===== src/rtl/coal_pkg.sv =====
// Shared types for the warp request coalescer.
// Assumes nothing beyond a standard SystemVerilog elaborator.
package coal_pkg;

    // Controller phases: waiting for input, choosing the next line, issuing runs.
    typedef enum logic [1:0] {
        ST_IDLE  = 2'd0,
        ST_SCAN  = 2'd1,
        ST_ISSUE = 2'd2
    } coal_state_e;

endpackage


===== src/rtl/coal_line_min.sv =====
// Finds the smallest line tag among the lanes that still have pending sectors.
// Built as a binary comparison tree in heap order: node n combines nodes
// 2n+1 and 2n+2, leaves sit at N-1 .. 2N-2, and the root is node 0.
// Assumes N >= 2. Purely combinational.
module coal_line_min #(
    parameter int N     = 32,
    parameter int TAG_W = 25
) (
    input  logic [N-1:0]       pend,
    input  logic [N*TAG_W-1:0] tags,
    output logic               any_pend,
    output logic [TAG_W-1:0]   min_tag
);

    localparam int NODES = 2 * N - 1;

    logic [NODES-1:0] node_v;
    logic [TAG_W-1:0] node_t [NODES];

    genvar gi;
    generate
        // Leaves: one per lane.
        for (gi = 0; gi < N; gi++) begin : g_leaf
            assign node_v[N - 1 + gi] = pend[gi];
            assign node_t[N - 1 + gi] = tags[gi*TAG_W +: TAG_W];
        end
        // Inner nodes: keep the valid child with the lower tag.
        for (gi = 0; gi < N - 1; gi++) begin : g_node
            logic take_r;
            assign take_r = node_v[2*gi + 2] &&
                            (!node_v[2*gi + 1] || (node_t[2*gi + 2] < node_t[2*gi + 1]));
            assign node_v[gi] = node_v[2*gi + 1] | node_v[2*gi + 2];
            assign node_t[gi] = take_r ? node_t[2*gi + 2] : node_t[2*gi + 1];
        end
    endgenerate

    assign any_pend = node_v[0];
    assign min_tag  = node_t[0];

endmodule


===== src/rtl/coal_sector_gather.sv =====
// Marks every pending lane whose line tag equals the selected tag, and ORs the
// one-hot sector positions of those lanes into a per-line sector mask.
// Assumes SECT_W = log2(SPL). Purely combinational.
module coal_sector_gather #(
    parameter int N      = 32,
    parameter int TAG_W  = 25,
    parameter int SPL    = 4,
    parameter int SECT_W = 2
) (
    input  logic [N-1:0]        pend,
    input  logic [N*TAG_W-1:0]  tags,
    input  logic [N*SECT_W-1:0] sects,
    input  logic [TAG_W-1:0]    sel_tag,
    output logic [N-1:0]        hit,
    output logic [SPL-1:0]      smask
);

    logic [SPL-1:0] lane_oh [N];

    genvar gi;
    generate
        // Per lane: match on the line tag and decode the sector position.
        for (gi = 0; gi < N; gi++) begin : g_lane
            assign hit[gi] = pend[gi] && (tags[gi*TAG_W +: TAG_W] == sel_tag);
            assign lane_oh[gi] = hit[gi] ? (SPL'(1) << sects[gi*SECT_W +: SECT_W]) : '0;
        end
    endgenerate

    // OR-reduce the per-lane sector contributions.
    always_comb begin
        smask = '0;
        for (int i = 0; i < N; i++) begin
            smask = smask | lane_oh[i];
        end
    end

endmodule


===== src/rtl/coal_run_split.sv =====
// Picks the lowest maximal run of set bits in a line's sector mask.
// Reports the run's first sector, its length and its bit mask.
// Assumes SPL >= 2. An empty mask gives length 0. Purely combinational.
module coal_run_split #(
    parameter int SPL    = 4,
    parameter int SECT_W = 2
) (
    input  logic [SPL-1:0]    smask,
    output logic [SPL-1:0]    run_mask,
    output logic [SECT_W-1:0] run_start,
    output logic [SECT_W:0]   run_len
);

    // Walk the sectors upwards: open at the first set bit, close at the next clear bit.
    always_comb begin
        logic open_r;
        logic closed_r;
        open_r    = 1'b0;
        closed_r  = 1'b0;
        run_mask  = '0;
        run_start = '0;
        run_len   = '0;
        for (int s = 0; s < SPL; s++) begin
            if (smask[s] && !closed_r) begin
                if (!open_r) begin
                    run_start = SECT_W'(s);
                end
                open_r      = 1'b1;
                run_mask[s] = 1'b1;
                run_len     = run_len + 1'b1;
            end else if (open_r) begin
                closed_r = 1'b1;
            end
        end
    end

endmodule


===== src/rtl/warp_coalescer.sv =====
// Warp request coalescer top.
// Captures one instruction (per-lane active bit and byte address), then walks
// the touched lines from the lowest address upwards. Each line costs one scan
// cycle. After that, each run of touched sectors in the line is issued as one
// request over a valid/ready handshake. in_ready is low while an instruction is
// in flight, and done pulses for one cycle when it is finished.
// Assumes power-of-two LINE_BYTES and SECTOR_BYTES, with SECTOR_BYTES < LINE_BYTES.
// Elements are assumed not to straddle a sector boundary.
module warp_coalescer #(
    parameter int LANES        = 32,
    parameter int ADDR_W       = 32,
    parameter int LINE_BYTES   = 128,
    parameter int SECTOR_BYTES = 32
) (
    input  logic                                         clk,
    input  logic                                         rst_n,
    input  logic                                         in_valid,
    output logic                                         in_ready,
    input  logic [LANES-1:0]                             in_active,
    input  logic [LANES*ADDR_W-1:0]                      in_addr,
    output logic                                         req_valid,
    input  logic                                         req_ready,
    output logic [ADDR_W-1:0]                            req_addr,
    output logic [$clog2(LINE_BYTES/SECTOR_BYTES):0]     req_nsect,
    output logic                                         done
);

    import coal_pkg::*;

    localparam int SPL        = LINE_BYTES / SECTOR_BYTES;
    localparam int SECT_OFF_W = $clog2(SECTOR_BYTES);
    localparam int LINE_OFF_W = $clog2(LINE_BYTES);
    localparam int SECT_W     = LINE_OFF_W - SECT_OFF_W;
    localparam int TAG_W      = ADDR_W - LINE_OFF_W;

    coal_state_e             state_q;
    logic [LANES-1:0]        pend_q;
    logic [LANES*TAG_W-1:0]  tag_q;
    logic [LANES*SECT_W-1:0] sect_q;
    logic [TAG_W-1:0]        cur_tag_q;
    logic [SPL-1:0]          smask_q;
    logic                    done_q;

    logic [LANES*TAG_W-1:0]  lane_tag;
    logic [LANES*SECT_W-1:0] lane_sect;
    logic                    any_pend;
    logic [TAG_W-1:0]        min_tag;
    logic [LANES-1:0]        gath_hit;
    logic [SPL-1:0]          gath_mask;
    logic [SPL-1:0]          run_mask;
    logic [SECT_W-1:0]       run_start;
    logic [SECT_W:0]         run_len;
    logic [SPL-1:0]          smask_left;

    genvar gi;
    generate
        // Split each lane address into line tag and sector index; drop the byte offset.
        for (gi = 0; gi < LANES; gi++) begin : g_split
            logic unused_low;
            assign lane_tag[gi*TAG_W +: TAG_W]    = in_addr[gi*ADDR_W + LINE_OFF_W +: TAG_W];
            assign lane_sect[gi*SECT_W +: SECT_W] = in_addr[gi*ADDR_W + SECT_OFF_W +: SECT_W];
            assign unused_low = ^in_addr[gi*ADDR_W +: SECT_OFF_W];
        end
    endgenerate

    coal_line_min #(
        .N     (LANES),
        .TAG_W (TAG_W)
    ) u_min (
        .pend     (pend_q),
        .tags     (tag_q),
        .any_pend (any_pend),
        .min_tag  (min_tag)
    );

    coal_sector_gather #(
        .N      (LANES),
        .TAG_W  (TAG_W),
        .SPL    (SPL),
        .SECT_W (SECT_W)
    ) u_gather (
        .pend    (pend_q),
        .tags    (tag_q),
        .sects   (sect_q),
        .sel_tag (min_tag),
        .hit     (gath_hit),
        .smask   (gath_mask)
    );

    coal_run_split #(
        .SPL    (SPL),
        .SECT_W (SECT_W)
    ) u_split (
        .smask     (smask_q),
        .run_mask  (run_mask),
        .run_start (run_start),
        .run_len   (run_len)
    );

    // Sectors of the current line that remain after the presented run.
    assign smask_left = smask_q & ~run_mask;

    // Controller: accept, pick the next line, issue runs, pulse done.
    always_ff @(posedge clk) begin
        if (!rst_n) begin
            state_q   <= ST_IDLE;
            pend_q    <= '0;
            cur_tag_q <= '0;
            smask_q   <= '0;
            done_q    <= 1'b0;
        end else begin
            done_q <= 1'b0;
            case (state_q)
                ST_IDLE: begin
                    if (in_valid) begin
                        pend_q <= in_active;
                        if (|in_active) begin
                            state_q <= ST_SCAN;
                        end else begin
                            done_q <= 1'b1;
                        end
                    end
                end
                ST_SCAN: begin
                    if (any_pend) begin
                        cur_tag_q <= min_tag;
                        smask_q   <= gath_mask;
                        pend_q    <= pend_q & ~gath_hit;
                        state_q   <= ST_ISSUE;
                    end else begin
                        state_q <= ST_IDLE;
                        done_q  <= 1'b1;
                    end
                end
                ST_ISSUE: begin
                    if (req_ready) begin
                        smask_q <= smask_left;
                        if (smask_left == '0) begin
                            if (pend_q == '0) begin
                                state_q <= ST_IDLE;
                                done_q  <= 1'b1;
                            end else begin
                                state_q <= ST_SCAN;
                            end
                        end
                    end
                end
                default: state_q <= ST_IDLE;
            endcase
        end
    end

    // Lane data capture: tags and sector indices, loaded when an instruction is taken.
    always_ff @(posedge clk) begin
        if (state_q == ST_IDLE && in_valid) begin
            tag_q  <= lane_tag;
            sect_q <= lane_sect;
        end
    end

    assign in_ready  = (state_q == ST_IDLE);
    assign req_valid = (state_q == ST_ISSUE);
    assign req_addr  = {cur_tag_q, run_start, {SECT_OFF_W{1'b0}}};
    assign req_nsect = run_len;
    assign done      = done_q;

endmodule


===== config.mk =====
export PLATFORM = sky130hd
export DESIGN_NAME = warp_coalescer
export DESIGN_NICKNAME = d
export VERILOG_FILES = /design/src/rtl/coal_pkg.sv /design/src/rtl/coal_line_min.sv /design/src/rtl/coal_sector_gather.sv /design/src/rtl/coal_run_split.sv /design/src/rtl/warp_coalescer.sv
export SDC_FILE = /design/constraint.sdc
export NUM_CORES = 2
export LEC_CHECK = 0
export ABC_AREA = 1
export CORE_AREA = 4 4 430 432
export CTS_CLUSTER_DIAMETER = 40
export DETAILED_ROUTE_END_ITERATION = 7
export DIE_AREA = 0 0 434 436
export DONT_BUFFER_PORTS = 1
export HOLD_SLACK_MARGIN = 0.06
export PLACE_DENSITY_LB_ADDON = 0.3
export SLEW_MARGIN = 10
export SYNTH_ARGS = -nofsm -noshare
export SYNTH_HDL_FRONTEND = slang
export SYNTH_SLANG_ARGS = --single-unit

===== constraint.sdc =====
create_clock -name clk -period 34.4 [get_ports clk]
set_clock_uncertainty 0.2 [all_clocks]
set_input_delay 6.88 -clock clk [delete_from_list [all_inputs] [get_ports clk]]
set_output_delay 6.88 -clock clk [all_outputs]
set_load 0.1 [all_outputs]

==> flow_metrics.env <==
export IMPL_status="complete, no violations"
export IMPL_regToRegSetupSlack_ns=15.55
export IMPL_dieHeight_um=436
export IMPL_min_path_type="register to register"
export IMPL_die_area_um2=189200
export IMPL_cts_sinks=928
export IMPL_post_cts_setup_buffers=0
export IMPL_drt_iter0_drc=5401
export IMPL_yosys_warnings=0
export IMPL_ys_top_cells_by_area="edfxtp_1 36%, nand2_1 19%, ha_1 13%"
export IMPL_grt_pass1_vias=60970
export IMPL_placed_area_um2=73470
export IMPL_avgViaCountPerCell=5.340
export IMPL_ant_nets=0
export IMPL_layout_min_cycle_time_ns=18.85
export IMPL_cts_max_level=4
export IMPL_critical_path_slowest_cell="nor4_1"
export IMPL_finalCritPeriodShare_pct=54.81
export IMPL_synth_area_leader_cell="edfxtp_1"
export IMPL_path_clk_slew_ns=0.06
export IMPL_rsz0062_at_grt="false"
export IMPL_yosysSeqAreaShare_pct=38.15
export IMPL_ys_types=48
export IMPL_clock_root_buffer="clkbuf_16"
export IMPL_syn_area_um2=71360
export IMPL_synth_top_cell_area_share_pct=36.36
export IMPL_synth_seq_cells=928
export IMPL_slowest_delay_ns=0.98
export IMPL_timing_hold_ws_ns=0.3204
export IMPL_cap_violations=0
export IMPL_clk_path_buf_depth=3
export IMPL_row_count=156
export IMPL_crit_fanout=50
export IMPL_maxSlewViolCount=0
export IMPL_finalNetCount=11350
export IMPL_route_detailed_drc=0
export IMPL_place_congestion=0.9860
export IMPL_synth_edf_count=864
export IMPL_synth_main_ff_cell="edfxtp_1"
export IMPL_max_slew_margin_rel_pct=15.28
export IMPL_dr_pass1_iters=6
export IMPL_hold_viol=0
export IMPL_cts_made_buffers=160
export IMPL_final_cell_area_um2=79370
export IMPL_drt_total_wl_um=312600
export IMPL_start_kind="register"
export IMPL_timing_critical_path_mode_cell="nand2_1"
export IMPL_tns_ns=0
export IMPL_wire_per_inst_um=25.75
export IMPL_crit_arrival_ns=19.42
export IMPL_fill_cells=18040
export IMPL_overflow=0
export IMPL_drive_above_1_share_pct=5.509
export IMPL_antenna_found_initial=129
export IMPL_max_freq_ghz=0.05304
export IMPL_grt_pass1_wl_um=428900
export IMPL_crit_type="register to register"
export IMPL_cts_tree="yes"
export IMPL_io_pins=1098
export IMPL_initial_core_util_pct=39.52
export IMPL_dieWidth_um=434
export IMPL_core_um2=180500
export IMPL_critPathRequiredTime_ns=34.96
export IMPL_worst_setup_path_end_kind="register"
export IMPL_cts_repair_resized=0
export IMPL_hpwlAfterDp_um=259900
export IMPL_syn_avg_cell_area_um2=7.416
export IMPL_insertion_delay_ns=0.84
export IMPL_syn2layout_area_growth_pct=11.22
export IMPL_synthArstFlopShare_pct=0
export IMPL_postCtsHoldBufs=0
export IMPL_portBuffers=0
export IMPL_grt_max_degree=132
export IMPL_worstMarginPinSlew_ns=1.259
export IMPL_synth_cells=9622
export IMPL_setup_viol=0
export IMPL_vias=64840
export IMPL_grtUsageTotal_pct=31.99
## worst max-delay path, delay by kind of cell, from the launching register on
kind,cells,cell delay (ns)
simple gates,38,8.36
compound gates,20,5.90
buf+inv,9,2.13
fa+ha+maj,5,1.53
flops,1,0.43
## layer usage
layer	share of wire, %	global-route usage, %	up-vias
met4	8.4	23.10	20
met5	0.038	0	-
li1	-	-	31580
met1	36	34.82	30180
met2	49	55.60	2361
met3	6.5	5.918	691
## path summary, 6_finish.rpt
path,from,endpoint,depth (start not counted)
worst min-delay path,smask_q[0],smask_q[0],2
worst max register to register,tag_q[170],smask_q[1],72
worst max-delay path,tag_q[170],smask_q[1],72
worst min register to register,smask_q[0],smask_q[0],2
## area by class of cell
type	count	area (µm²)	area share (%)
sequential	928	27230	34.30
antenna	96	240.2	0.3027
inverter	1096	4121	5.193
clock buffer	178	4174	5.259
timing repair buffer	93	710.7	0.8954
clock inverter	122	1490	1.878
multi-input combinational	7258	38440	48.43
tap	2370	2965	3.736
## flip-flops by register name, summed over array words and instances, names as in the netlist
signal and flops:
smask_q 4, cur_tag_q 25, state_q 2, tag_q 800
sect_q 64, pend_q 32, done 1
## cells by family after synthesis
kind of cell	Yosys count	synth area share (%)
other cells	1	0.005255
simple gates	5034	28.68
flops	928	38.15
buf+inv	1440	8.113
compound gates	1276	9.533
fa+ha+maj	749	13.13
xor+xnor	194	2.381
## cell usage in the layout, fill, tap and decap left out, types with 64 or more instances in the layout
cell type	count
buf_4	92
nor2_1	653
edfxtp_1	864
dfxtp_1	64
nand3_1	391
nand4_1	194
clkbuf_16	162
inv_1	1081
o21ai_0	759
a21oi_1	349
nand2_1	3580
ha_1	749
xor2_1	192
diode_2	96
## per-stage QoR
step                      setup WS, ns  utilization, %  cells
after floorplan                  9.337               -   9626
after global placement           15.89           40.69  11750
after detailed placement         15.76           40.69  11750
after CTS                        15.73           43.83  12050
after global routing             14.69           43.89  12090
final                            15.55           43.96  12140
## Yosys cell counts, drive strengths merged (2+ instances only)
cell,n
nand2,3641
inv,1095
edfxtp,864
o21ai,765
ha,749
nor2,714
nand3,396
a21oi,350
clkbuf,201
nand4,194
xor2,194
buf,143
dfxtp,64
a31oi,40
nand3b,39
a21o,30
o211ai,26
a211oi,20
nor3,20
nor4,20
o21a,14
a2111oi,10
o221a,9
o221ai,7
and2,4
nor4b,2
o311ai,2
or2,2
or3,2
Power is left out: the tool's default activity adds up to more than one toggle a clock period on the data nets, which glitch-free logic cannot reach.
